--- config.mk ---
export PLATFORM = sky130hd
export DESIGN_NAME = pll_reprog_seq
export DESIGN_NICKNAME = d
export VERILOG_FILES = /design/src/rtl/pll_reprog_pkg.sv /design/src/rtl/pll_reprog_regs.sv /design/src/rtl/pll_reprog_ctrl.sv /design/src/rtl/pll_reprog_seq.sv
export SDC_FILE = /design/constraint.sdc
export NUM_CORES = 1
export LEC_CHECK = 0
export ABC_AREA = 1
export ABC_CLOCK_PERIOD_IN_PS = 2000
export BUFFER_PORTS_ARGS = -buffer_cell sky130_fd_sc_hd__buf_2
export CELL_PAD_IN_SITES_DETAIL_PLACEMENT = 0
export CELL_PAD_IN_SITES_GLOBAL_PLACEMENT = 1
export CORE_MARGIN = 2
export CORE_UTILIZATION = 38
export CTS_BUF_LIST = sky130_fd_sc_hd__clkbuf_4
export CTS_CLUSTER_SIZE = 20
export DETAILED_ROUTE_END_ITERATION = 16
export PLACE_DENSITY = 0.88
export REMOVE_ABC_BUFFERS = 1
export SKIP_CTS_REPAIR_TIMING = 1
export SLEW_MARGIN = 20
export SYNTH_ARGS = -nofsm -noshare
export SYNTH_HDL_FRONTEND = slang
export SYNTH_HIERARCHICAL = 1
export SYNTH_SLANG_ARGS = --single-unit
--- constraint.sdc ---
create_clock -name clk -period 2 [get_ports clk]
set_input_delay 0.1 -clock clk [delete_from_list [all_inputs] [get_ports clk]]
set_output_delay 0.1 -clock clk [all_outputs]
set_load 0.02 [all_outputs]
--- src/rtl/pll_reprog_pkg.sv ---
package pll_reprog_pkg;

  localparam int M_W   = 10;
  localparam int P_W   = 6;
  localparam int S_W   = 3;
  localparam int K_W   = 16;
  localparam int DIV_W = 32;

  // field positions decoded by the PLL
  localparam int M_LSB = 12;
  localparam int P_LSB = 4;
  localparam int S_LSB = 0;

  // legal ranges
  localparam int M_MIN = 64;
  localparam int P_MIN = 1;
  localparam int S_MAX = 6;

  typedef enum logic [3:0] {
    S_IDLE,
    S_FRST,
    S_FBYP,
    S_FLOAD,
    S_SETTLE,
    S_PBYP,
    S_REL,
    S_LOCKW,
    S_UNBYP
  } seqState_t;

  typedef struct packed {
    logic selLock;
    logic rstLow;
    logic rstHigh;
    logic bypOn;
    logic bypOff;
    logic capture;
    logic loadAll;
    logic loadFast;
    logic cntClr;
    logic cntInc;
  } seqStrobe_t;

endpackage

--- src/rtl/pll_reprog_regs.sv ---
module pll_reprog_regs
  import pll_reprog_pkg::*;
#(
  parameter int SETTLE_CYC  = 12,
  parameter int TIMEOUT_CYC = 40000,
  parameter int INIT_M      = 64,
  parameter int INIT_P      = 1,
  parameter int INIT_S      = 0
) (
  input  logic             clk,
  input  logic             rstN,
  input  seqStrobe_t       strb,
  input  logic [M_W-1:0]   reqM,
  input  logic [P_W-1:0]   reqP,
  input  logic [S_W-1:0]   reqS,
  input  logic [K_W-1:0]   reqK,
  output logic             pllRstN,
  output logic             pllBypass,
  output logic             pllLockSel,
  output logic [M_W-1:0]   curM,
  output logic [P_W-1:0]   curP,
  output logic [S_W-1:0]   curS,
  output logic [K_W-1:0]   curK,
  output logic             settleDone,
  output logic             lockTimedOut
);

  localparam int TMAX  = (TIMEOUT_CYC > SETTLE_CYC) ? TIMEOUT_CYC : SETTLE_CYC;
  localparam int CNT_W = $clog2(TMAX + 1);

  logic [M_W-1:0]   pendM;
  logic [P_W-1:0]   pendP;
  logic [S_W-1:0]   pendS;
  logic [K_W-1:0]   pendK;
  logic [CNT_W-1:0] tickCnt;

  // pending request captured on acceptance
  always_ff @(posedge clk or negedge rstN) begin
    if (!rstN) begin
      pendM <= M_W'(INIT_M);
      pendP <= P_W'(INIT_P);
      pendS <= S_W'(INIT_S);
      pendK <= '0;
    end else if (strb.capture) begin
      pendM <= reqM;
      pendP <= reqP;
      pendS <= reqS;
      pendK <= reqK;
    end
  end

  // live divider registers
  always_ff @(posedge clk or negedge rstN) begin
    if (!rstN) begin
      curM <= M_W'(INIT_M);
      curP <= P_W'(INIT_P);
      curS <= S_W'(INIT_S);
      curK <= '0;
    end else if (strb.loadAll) begin
      curM <= pendM;
      curP <= pendP;
      curS <= pendS;
      curK <= pendK;
    end else if (strb.loadFast) begin
      curS <= reqS;
      curK <= reqK;
    end
  end

  // PLL control pins
  always_ff @(posedge clk or negedge rstN) begin
    if (!rstN) begin
      pllRstN    <= 1'b0;
      pllBypass  <= 1'b0;
      pllLockSel <= 1'b0;
    end else begin
      if (strb.rstLow)       pllRstN   <= 1'b0;
      else if (strb.rstHigh) pllRstN   <= 1'b1;
      if (strb.bypOn)        pllBypass <= 1'b1;
      else if (strb.bypOff)  pllBypass <= 1'b0;
      if (strb.selLock)      pllLockSel <= 1'b1;
    end
  end

  // shared interval counter for settle and lock timeout
  always_ff @(posedge clk or negedge rstN) begin
    if (!rstN)            tickCnt <= '0;
    else if (strb.cntClr) tickCnt <= '0;
    else if (strb.cntInc) tickCnt <= tickCnt + 1'b1;
  end

  assign settleDone   = (tickCnt == CNT_W'(SETTLE_CYC - 1));
  assign lockTimedOut = (tickCnt == CNT_W'(TIMEOUT_CYC - 1));

  // m and p may only move while the PLL is held in reset
  p_div_in_reset_r3: assert property (@(posedge clk) disable iff (!rstN)
    ((curM != $past(curM)) || (curP != $past(curP))) |-> !pllRstN)
    else $error("m/p changed while PLL running");

  // bypass is only removed from a running PLL
  p_unbyp_running_r5: assert property (@(posedge clk) disable iff (!rstN)
    $fell(pllBypass) |-> pllRstN)
    else $error("bypass cleared while PLL in reset");

endmodule

--- src/rtl/pll_reprog_ctrl.sv ---
module pll_reprog_ctrl
  import pll_reprog_pkg::*;
(
  input  logic             clk,
  input  logic             rstN,
  input  logic             reqValid,
  input  logic [M_W-1:0]   reqM,
  input  logic [P_W-1:0]   reqP,
  input  logic [S_W-1:0]   reqS,
  input  logic             pwrUpReq,
  input  logic             pwrDnReq,
  input  logic             pllLock,
  input  logic [M_W-1:0]   curM,
  input  logic [P_W-1:0]   curP,
  input  logic             pllRstN,
  input  logic             pllBypass,
  input  logic             settleDone,
  input  logic             lockTimedOut,
  output seqStrobe_t       strb,
  output logic             busy,
  output logic             done,
  output logic             errFlag
);

  seqState_t state, nxtState;
  logic reqOk, sameMP;
  logic setDone, setErr, setBusy, clrBusy;

  assign reqOk  = (reqP >= P_W'(P_MIN)) && (reqM >= M_W'(M_MIN)) && (reqS <= S_W'(S_MAX));
  assign sameMP = (reqM == curM) && (reqP == curP);

  always_comb begin
    strb     = '0;
    nxtState = state;
    setDone  = 1'b0;
    setErr   = 1'b0;
    setBusy  = 1'b0;
    clrBusy  = 1'b0;
    unique case (state)
      S_IDLE: begin
        if (reqValid) begin
          if (!reqOk) begin
            setDone = 1'b1;
            setErr  = 1'b1;
          end else if (sameMP) begin
            strb.loadFast = 1'b1;
            setDone       = 1'b1;
          end else begin
            strb.selLock = 1'b1;
            strb.capture = 1'b1;
            setBusy      = 1'b1;
            nxtState     = S_FRST;
          end
        end else if (pwrUpReq) begin
          if (pllRstN) begin
            setDone = 1'b1;
          end else begin
            setBusy  = 1'b1;
            nxtState = S_PBYP;
          end
        end else if (pwrDnReq) begin
          strb.rstLow = 1'b1;
          setDone     = 1'b1;
        end
      end
      S_FRST: begin
        strb.rstLow = 1'b1;
        nxtState    = S_FBYP;
      end
      S_FBYP: begin
        strb.bypOn = 1'b1;
        nxtState   = S_FLOAD;
      end
      S_FLOAD: begin
        strb.loadAll = 1'b1;
        strb.cntClr  = 1'b1;
        nxtState     = S_SETTLE;
      end
      S_SETTLE: begin
        if (settleDone) nxtState = S_REL;
        else            strb.cntInc = 1'b1;
      end
      S_PBYP: begin
        strb.bypOn = 1'b1;
        nxtState   = S_REL;
      end
      S_REL: begin
        strb.rstHigh = 1'b1;
        strb.cntClr  = 1'b1;
        nxtState     = S_LOCKW;
      end
      S_LOCKW: begin
        if (pllLock) begin
          nxtState = S_UNBYP;
        end else if (lockTimedOut) begin
          setDone  = 1'b1;
          setErr   = 1'b1;
          clrBusy  = 1'b1;
          nxtState = S_IDLE;
        end else begin
          strb.cntInc = 1'b1;
        end
      end
      S_UNBYP: begin
        strb.bypOff = 1'b1;
        setDone     = 1'b1;
        clrBusy     = 1'b1;
        nxtState    = S_IDLE;
      end
      default: nxtState = S_IDLE;
    endcase
  end

  always_ff @(posedge clk or negedge rstN) begin
    if (!rstN) begin
      state   <= S_IDLE;
      busy    <= 1'b0;
      done    <= 1'b0;
      errFlag <= 1'b0;
    end else begin
      state <= nxtState;
      done  <= setDone;
      if (setDone) errFlag <= setErr;
      if (setBusy)      busy <= 1'b1;
      else if (clrBusy) busy <= 1'b0;
    end
  end

  p_busy_done_excl_r10: assert property (@(posedge clk) disable iff (!rstN)
    !(busy && done))
    else $error("done while busy");

  p_timeout_keeps_byp_r6: assert property (@(posedge clk) disable iff (!rstN)
    (state == S_LOCKW && !pllLock && lockTimedOut) |=>
      (pllBypass && pllRstN && errFlag && done && !busy))
    else $error("timeout exit wrong");

  p_pwrdn_r9: assert property (@(posedge clk) disable iff (!rstN)
    (state == S_IDLE && !reqValid && !pwrUpReq && pwrDnReq) |=>
      (!pllRstN && done && !errFlag && $stable(pllBypass)))
    else $error("power-down wrong");

  p_fast_no_reset_r2: assert property (@(posedge clk) disable iff (!rstN)
    (state == S_IDLE && reqValid && reqOk && sameMP) |=>
      ($stable(pllRstN) && $stable(pllBypass) && done && !busy))
    else $error("fast path touched reset or bypass");

  p_reject_r11: assert property (@(posedge clk) disable iff (!rstN)
    (state == S_IDLE && reqValid && !reqOk) |=>
      (done && errFlag && $stable(curM) && $stable(curP) && $stable(pllRstN)))
    else $error("bad request not rejected");

endmodule

--- src/rtl/pll_reprog_seq.sv ---
module pll_reprog_seq
  import pll_reprog_pkg::*;
#(
  parameter int CYC_PER_US      = 4,
  parameter int SETTLE_US       = 3,
  parameter int LOCK_TIMEOUT_US = 10000,
  parameter int INIT_M          = 64,
  parameter int INIT_P          = 1,
  parameter int INIT_S          = 0
) (
  input  logic         clk,
  input  logic         rstN,
  input  logic         reqValid,
  input  logic [9:0]   reqM,
  input  logic [5:0]   reqP,
  input  logic [2:0]   reqS,
  input  logic [15:0]  reqK,
  input  logic         pwrUpReq,
  input  logic         pwrDnReq,
  input  logic         pllLock,
  output logic         pllRstN,
  output logic         pllBypass,
  output logic         pllLockSel,
  output logic [31:0]  divWord,
  output logic [15:0]  fracK,
  output logic         busy,
  output logic         done,
  output logic         errFlag
);

  localparam int SETTLE_CYC  = SETTLE_US * CYC_PER_US;
  localparam int TIMEOUT_CYC = LOCK_TIMEOUT_US * CYC_PER_US;

  seqStrobe_t       strb;
  logic [M_W-1:0]   curM;
  logic [P_W-1:0]   curP;
  logic [S_W-1:0]   curS;
  logic [K_W-1:0]   curK;
  logic             settleDone, lockTimedOut;

  pll_reprog_ctrl u_ctrl (
    .clk          (clk),
    .rstN         (rstN),
    .reqValid     (reqValid),
    .reqM         (reqM),
    .reqP         (reqP),
    .reqS         (reqS),
    .pwrUpReq     (pwrUpReq),
    .pwrDnReq     (pwrDnReq),
    .pllLock      (pllLock),
    .curM         (curM),
    .curP         (curP),
    .pllRstN      (pllRstN),
    .pllBypass    (pllBypass),
    .settleDone   (settleDone),
    .lockTimedOut (lockTimedOut),
    .strb         (strb),
    .busy         (busy),
    .done         (done),
    .errFlag      (errFlag)
  );

  pll_reprog_regs #(
    .SETTLE_CYC  (SETTLE_CYC),
    .TIMEOUT_CYC (TIMEOUT_CYC),
    .INIT_M      (INIT_M),
    .INIT_P      (INIT_P),
    .INIT_S      (INIT_S)
  ) u_regs (
    .clk          (clk),
    .rstN         (rstN),
    .strb         (strb),
    .reqM         (reqM),
    .reqP         (reqP),
    .reqS         (reqS),
    .reqK         (reqK),
    .pllRstN      (pllRstN),
    .pllBypass    (pllBypass),
    .pllLockSel   (pllLockSel),
    .curM         (curM),
    .curP         (curP),
    .curS         (curS),
    .curK         (curK),
    .settleDone   (settleDone),
    .lockTimedOut (lockTimedOut)
  );

  always_comb begin
    divWord = '0;
    divWord[M_LSB +: M_W] = curM;
    divWord[P_LSB +: P_W] = curP;
    divWord[S_LSB +: S_W] = curS;
  end

  assign fracK = curK;

endmodule

# --- Yosys cells after proc, flatten, opt, wreduce, memory -nomap -nowiden ---
# Index checks and enable logic that the tools add are counted.
totals:
  inputBits: 41
  output_inout_bits: 54
  reg_bits: 96
classes:
  n_reduce_logical: 12
  magnitude_cmp: 3
  add_sub_neg: 1
  mux: 57
  n_eq_ne: 18
op_table:
  columns: ["cell", "n"]
  rows:
  - ["two-way mux 16 bit", 4]
  - ["two-way mux 1 bit", 37]
  - ["two-way mux 4 bit", 8]
  - ["one-hot mux 4 bit (8 select lines)", 1]
  - ["adder 16 x 1 -> 16 bit (second input constant)", 1]
  - ["== test 16 bit (second input constant)", 1]
  - ["== test 16 x 4 -> 1 bit (second input constant)", 1]
  - ["== test 4 x 3 -> 1 bit (second input constant)", 4]
  - ["inequality test 3 bit (second input constant)", 4]
  - ["== test 10 bit", 1]
  - [">= comparator 10 x 7 -> 1 bit (second input constant)", 1]
  - ["nonzero test 2 bit", 5]
  - ["== test 4 x 2 -> 1 bit (second input constant)", 2]
  - ["one-hot mux 1 bit (2 select lines)", 4]
  - ["== test 6 bit", 1]
  - [">= comparator 6 x 1 -> 1 bit (second input constant)", 1]
  - ["two-way mux 3 bit", 2]
  - ["AND reduction 6 bit", 1]
  - ["== test 4 x 1 -> 1 bit (second input constant)", 1]
  - ["== test 4 bit (second input constant)", 1]
  - ["zero test 4 bit", 1]
  - ["OR reduction 2 bit", 2]
  - ["less-or-equal comparator 3 bit (second input constant)", 1]
  - ["logical AND 1 bit", 3]
  - ["3 further kinds", 3]

# --- Logic depth before layout (Yosys ltp) ---
depth:
  depth_word: 8
  ltp_mapped: 14

# --- By module ---
# Netlist, hierarchy kept.
modules_own_cells:
  columns: ["module", "area_each_um2", "n_inst", "cells_each", "seq_area_each_um2"]
  rows:
  - ["pll_reprog_regs", 3717.3, 1, 397, 2232.1]
  - ["pll_reprog_ctrl", 889.6, 1, 173, 175.2]
  - ["pll_reprog_seq", 101.3, 1, 14, 0.0]

# --- Worst setup path before layout ---
# Ideal clock, no wire load.
synth_path:
  path_type: "register -> register"
  start: "reg u_regs.curM[6]"
  end: "reg u_regs.curK[10]"
  slack_ns: -0.021
  period_less_slack_ns: 2.021
  required_time_ns: 1.918
  path_stages_with_launch: 15
  arrival_ns: 1.939
  path_cell_list: "dfstp_2 inv_1 nand2_1 nand2_1 nor2_1 nand2_1 nor2_2 nand4_1 nor3_1 buf_2 inv_2 nand2_4 buf_4 o22ai_1 a31oi_1"
synth_lines:
  columns: ["element", "line", "rtl"]
  rows:
  - ["start: declaration", "pll_reprog_regs.sv:20", "output logic [M_W-1:0] curM,"]
  - ["start signal: assignment", "pll_reprog_regs.sv:55", "curM <= M_W'(INIT_M);"]
  - ["start signal: assignment", "pll_reprog_regs.sv:60", "curM <= pendM;"]
  - ["end signal: assignment", "pll_reprog_regs.sv:63", "curK <= pendK;"]
  - ["end signal: assignment", "pll_reprog_regs.sv:66", "curK <= reqK;"]
  - ["end: declaration", "pll_reprog_regs.sv:23", "output logic [K_W-1:0] curK,"]

==> results.sh <==
export IMPL_status="complete, but fails checks"
export IMPL_violations="setup timing"
export IMPL_comb_power_share_pct=46.1
export IMPL_final_area_mm2=0.006080
export IMPL_grt_use_met3_pct=3.743
export IMPL_synth_edf_count=0
export IMPL_p_sw_mw=3.338
export IMPL_cts_sinks=96
export IMPL_area_growth_pct=29.13
export IMPL_yosys_area_top_type="dfrtp_1"
export IMPL_antenna_found_initial=1
export IMPL_cp_arrival_ns=2.42
export IMPL_peakVddDrop_mv=0.5123
export IMPL_drt_iter0_drc=232
export IMPL_place_congestion=0.8170
export IMPL_critPathMaxFanout=7
export IMPL_cts_buffers=9
export IMPL_worst_path_largest_cell_delay_ns=0.45
export IMPL_p_per_area_mw_per_mm2=1276
export IMPL_cpMaxStageDelayCell="dfrtp_2"
export IMPL_maxSlewViolCount=0
export IMPL_netlist_area_mm2=0.004708
export IMPL_drcViolationCount=0
export IMPL_final_antenna_net_count=0
export IMPL_die_w_um=115.3
export IMPL_fin_tns_setup_ns=-0.04266
export IMPL_ys_seq_elements=96
export IMPL_drt_wirelength_per_cell_um=12.78
export IMPL_cts_clk_slew_worst_paths_ns=0.13
export IMPL_p_seq_share_pct=42.1
export IMPL_power_share_switching_pct=43.04
export IMPL_yosysUniqueCellTypes=35
export IMPL_rows=40
export IMPL_cts_max_level=3
export IMPL_cts_tree="yes"
export IMPL_grt_max_degree=46
export IMPL_crit_chain="nand2_1, nor4_2, and3_4, inv_2, nand4_1, o21ai_2, nor2_4, inv_2, nand2_2, nor2_4, nand2_1, nand2_1, nor2_1"
export IMPL_ys_top_cells_by_area="dfrtp_1, nand2_1, inv_1"
export IMPL_grt_first_pass_wirelength_mm=17.83
export IMPL_fillers=1138
export IMPL_critPathCaptureType="flip-flop"
export IMPL_yosysWarnings=6
export IMPL_multiInputGateArea_mm2=0.001961
export IMPL_hpwl_mm=7.900
export IMPL_final_util_pct=50.40
export IMPL_ys_async_sr_fraction_pct=100.0
export IMPL_ys_seq_area_share_pct=51.13
export IMPL_synthTopCellsByCount="nand2_1, dfrtp_1, inv_1, nor2_1, o21ai_0"
export IMPL_drv_cap=0
export IMPL_synth_top_area_share_pct=48.90
export IMPL_io_pins=95
export IMPL_finalHoldViolations=0
export IMPL_seq_area_mm2=0.002410
export IMPL_synth_top_flop_cell="dfrtp_1"
export IMPL_clock_path_buffers=2
export IMPL_period_needed_ns=2.029
export IMPL_met1_usage_pct=22.70
export IMPL_final_cell_count_no_fill=900
export IMPL_drive_above_1_share_pct=25.31
export IMPL_nets=768
export IMPL_dieArea_mm2=0.01330
export IMPL_hold_path_class="input port to flip-flop"
export IMPL_grt_pass1_vias=3865
export IMPL_grt_overflow=0
export IMPL_crit_top_cell="nand2_1"
export IMPL_busiest_layer="met2"
export IMPL_vias_per_cell=4.679
export IMPL_cp_num_buf_inv=2
export IMPL_insertion_delay_ns=0.46
export IMPL_drt_total_wl_mm=11.50
export IMPL_fin_ws_ns=-0.02899
export IMPL_fmax_mhz=492.9
export IMPL_place_area_mm2=0.005401
export IMPL_synth_cells=584
export IMPL_pwr_share_clk_pct=11.8
export IMPL_io_buffers=81
export IMPL_use_met2_pct=26.94
export IMPL_cp_top_family="simple AND/OR/NAND/NOR gates"
export IMPL_crit_type="flip-flop to flip-flop"
export IMPL_rsz0062_at_grt="true"
export IMPL_track_usage_pct=17.21
export IMPL_synthMostInstantiatedCell="nand2_1"
export IMPL_post_route_period_util_pct=101.4
export IMPL_die_h_um=115.3
export IMPL_startpoint_type="flip-flop"
export IMPL_setup_viol=3
export IMPL_num_vias=4211
export IMPL_core_area_mm2=0.01206
export IMPL_synth_area_per_cell_um2=8.062
export IMPL_fin_skew_ns=0.01373
export IMPL_crit_required_ns=2.39
export IMPL_cts_root_buffer="clkbuf_4"
export IMPL_post_place_ws_ns=-0.04456
export IMPL_floorplan_initialDensity_pct=39.04
export IMPL_drtPass1Iterations=4
export IMPL_p_leak_nw=3.015
export IMPL_dpl_cell_count=837
export IMPL_intPower_mw=4.418
==> final timing paths <==
check                              startpoint                  to  slack [ns]  cells past startpoint
setup / recovery           u_regs/tickCnt[10]  u_regs/tickCnt[11]       -0.03                     13
hold / removal                       pwrDnReq      u_regs/pllRstN       0.004                      4
setup reg to reg           u_regs/tickCnt[10]  u_regs/tickCnt[11]       -0.03                     13
hold reg to reg             u_regs/pllLockSel   u_regs/pllLockSel        0.49                      1
max in group asynchronous                rstN    u_regs/pendK[15]        1.20                      3
min in group asynchronous                rstN      u_regs/curM[7]        0.08                      2
==> through the flow <==
stage / hold WS, ns / power, mW
finish: 0.003503 / 7.757
global route: 0.01373 / 8.425
CTS: -0.4973 / 7.565
detailed placement: 0.03740 / 6.630
global placement: 0.03412 / 6.467
floorplan: -0.1956 / 5.422
==> tightest hold or removal path, stage by stage <==
cell	delay, ns
buf_2	0.09
nand2_1	0.05
o21ai_0	0.15
nor2_1	0.04
==> logic make-up (layout without fill, tap and decap cells) <==
| logic type | Yosys count | count (layout) | synth area share, % |
|---|---|---|---|
| and+or+nand+nor | 263 | 264 | 24.34 |
| buffers and inverters | 117 | 251 | 11.03 |
| AOI/OAI and AO/OA | 101 | 101 | 12.01 |
| DFF | 96 | 96 | 51.13 |
| muxes | 4 | 4 | 0.9566 |
| adders and majority gates | 1 | 1 | 0.2657 |
| other | 1 | 14 | 0.07965 |
| xor gates and xnor gates | 1 | 1 | 0.1861 |
==> layout make-up <==
type	count	share of cell area [%]
sequential	96	39.64
clock buffer	12	1.482
tap	168	3.458
antenna	1	0.04116
inverter	85	5.248
clock inverter	4	0.3499
timing repair buffer	150	17.53
multi-input combinational	384	32.25
==> power groups by stage <==
stage / registers, mW / logic (mW) / clock network (mW)
3_5_place_dp: 3.30 / 3.33 / 0
3_3_place_gp: 3.26 / 3.21 / 0
6_report: 3.26 / 3.57 / 0.917
4_1_cts: 3.26 / 3.34 / 0.968
5_1_grt: 3.37 / 3.99 / 1.07
2_1_floorplan: 3.67 / 1.75 / 0
==> routing by layer <==
layer	routed length [um]	up-vias
met2	5354	115
met4	237	0
met3	507	14
met1	5404	1959
met5	0	-
li1	-	2123
==> flip-flops by register name, summed over array words and instances, names as in the netlist, 3 cells and up <==
signal	count
u_ctrl/state	4
u_regs/curK	16
u_regs/pendP	6
u_regs/curS	3
u_regs/curP	6
u_regs/tickCnt	16
u_regs/curM	10
u_regs/pendS	3
u_regs/pendM	10
u_regs/pendK	16
==> placed cells by master (no fill, tap or decap), drive strengths merged <==
cell,n
a211oi,1
ha,1
dlygate4sd3,38
mux2,4
dfstp,4
conb,13
clkinv,4
inv,85
or2,2
nor3,9
nand2,138
nor2,87
nor4,4
buf,112
nand3,13
nand4,7
a21oi,23
and3,1
a31oi,15
o22ai,19
clkbuf,12
dfrtp,92
xnor2,1
nor3b,3
o21bai,3
o21ai,40
diode,1
Note: power is estimated with default switching activity, not from simulation.
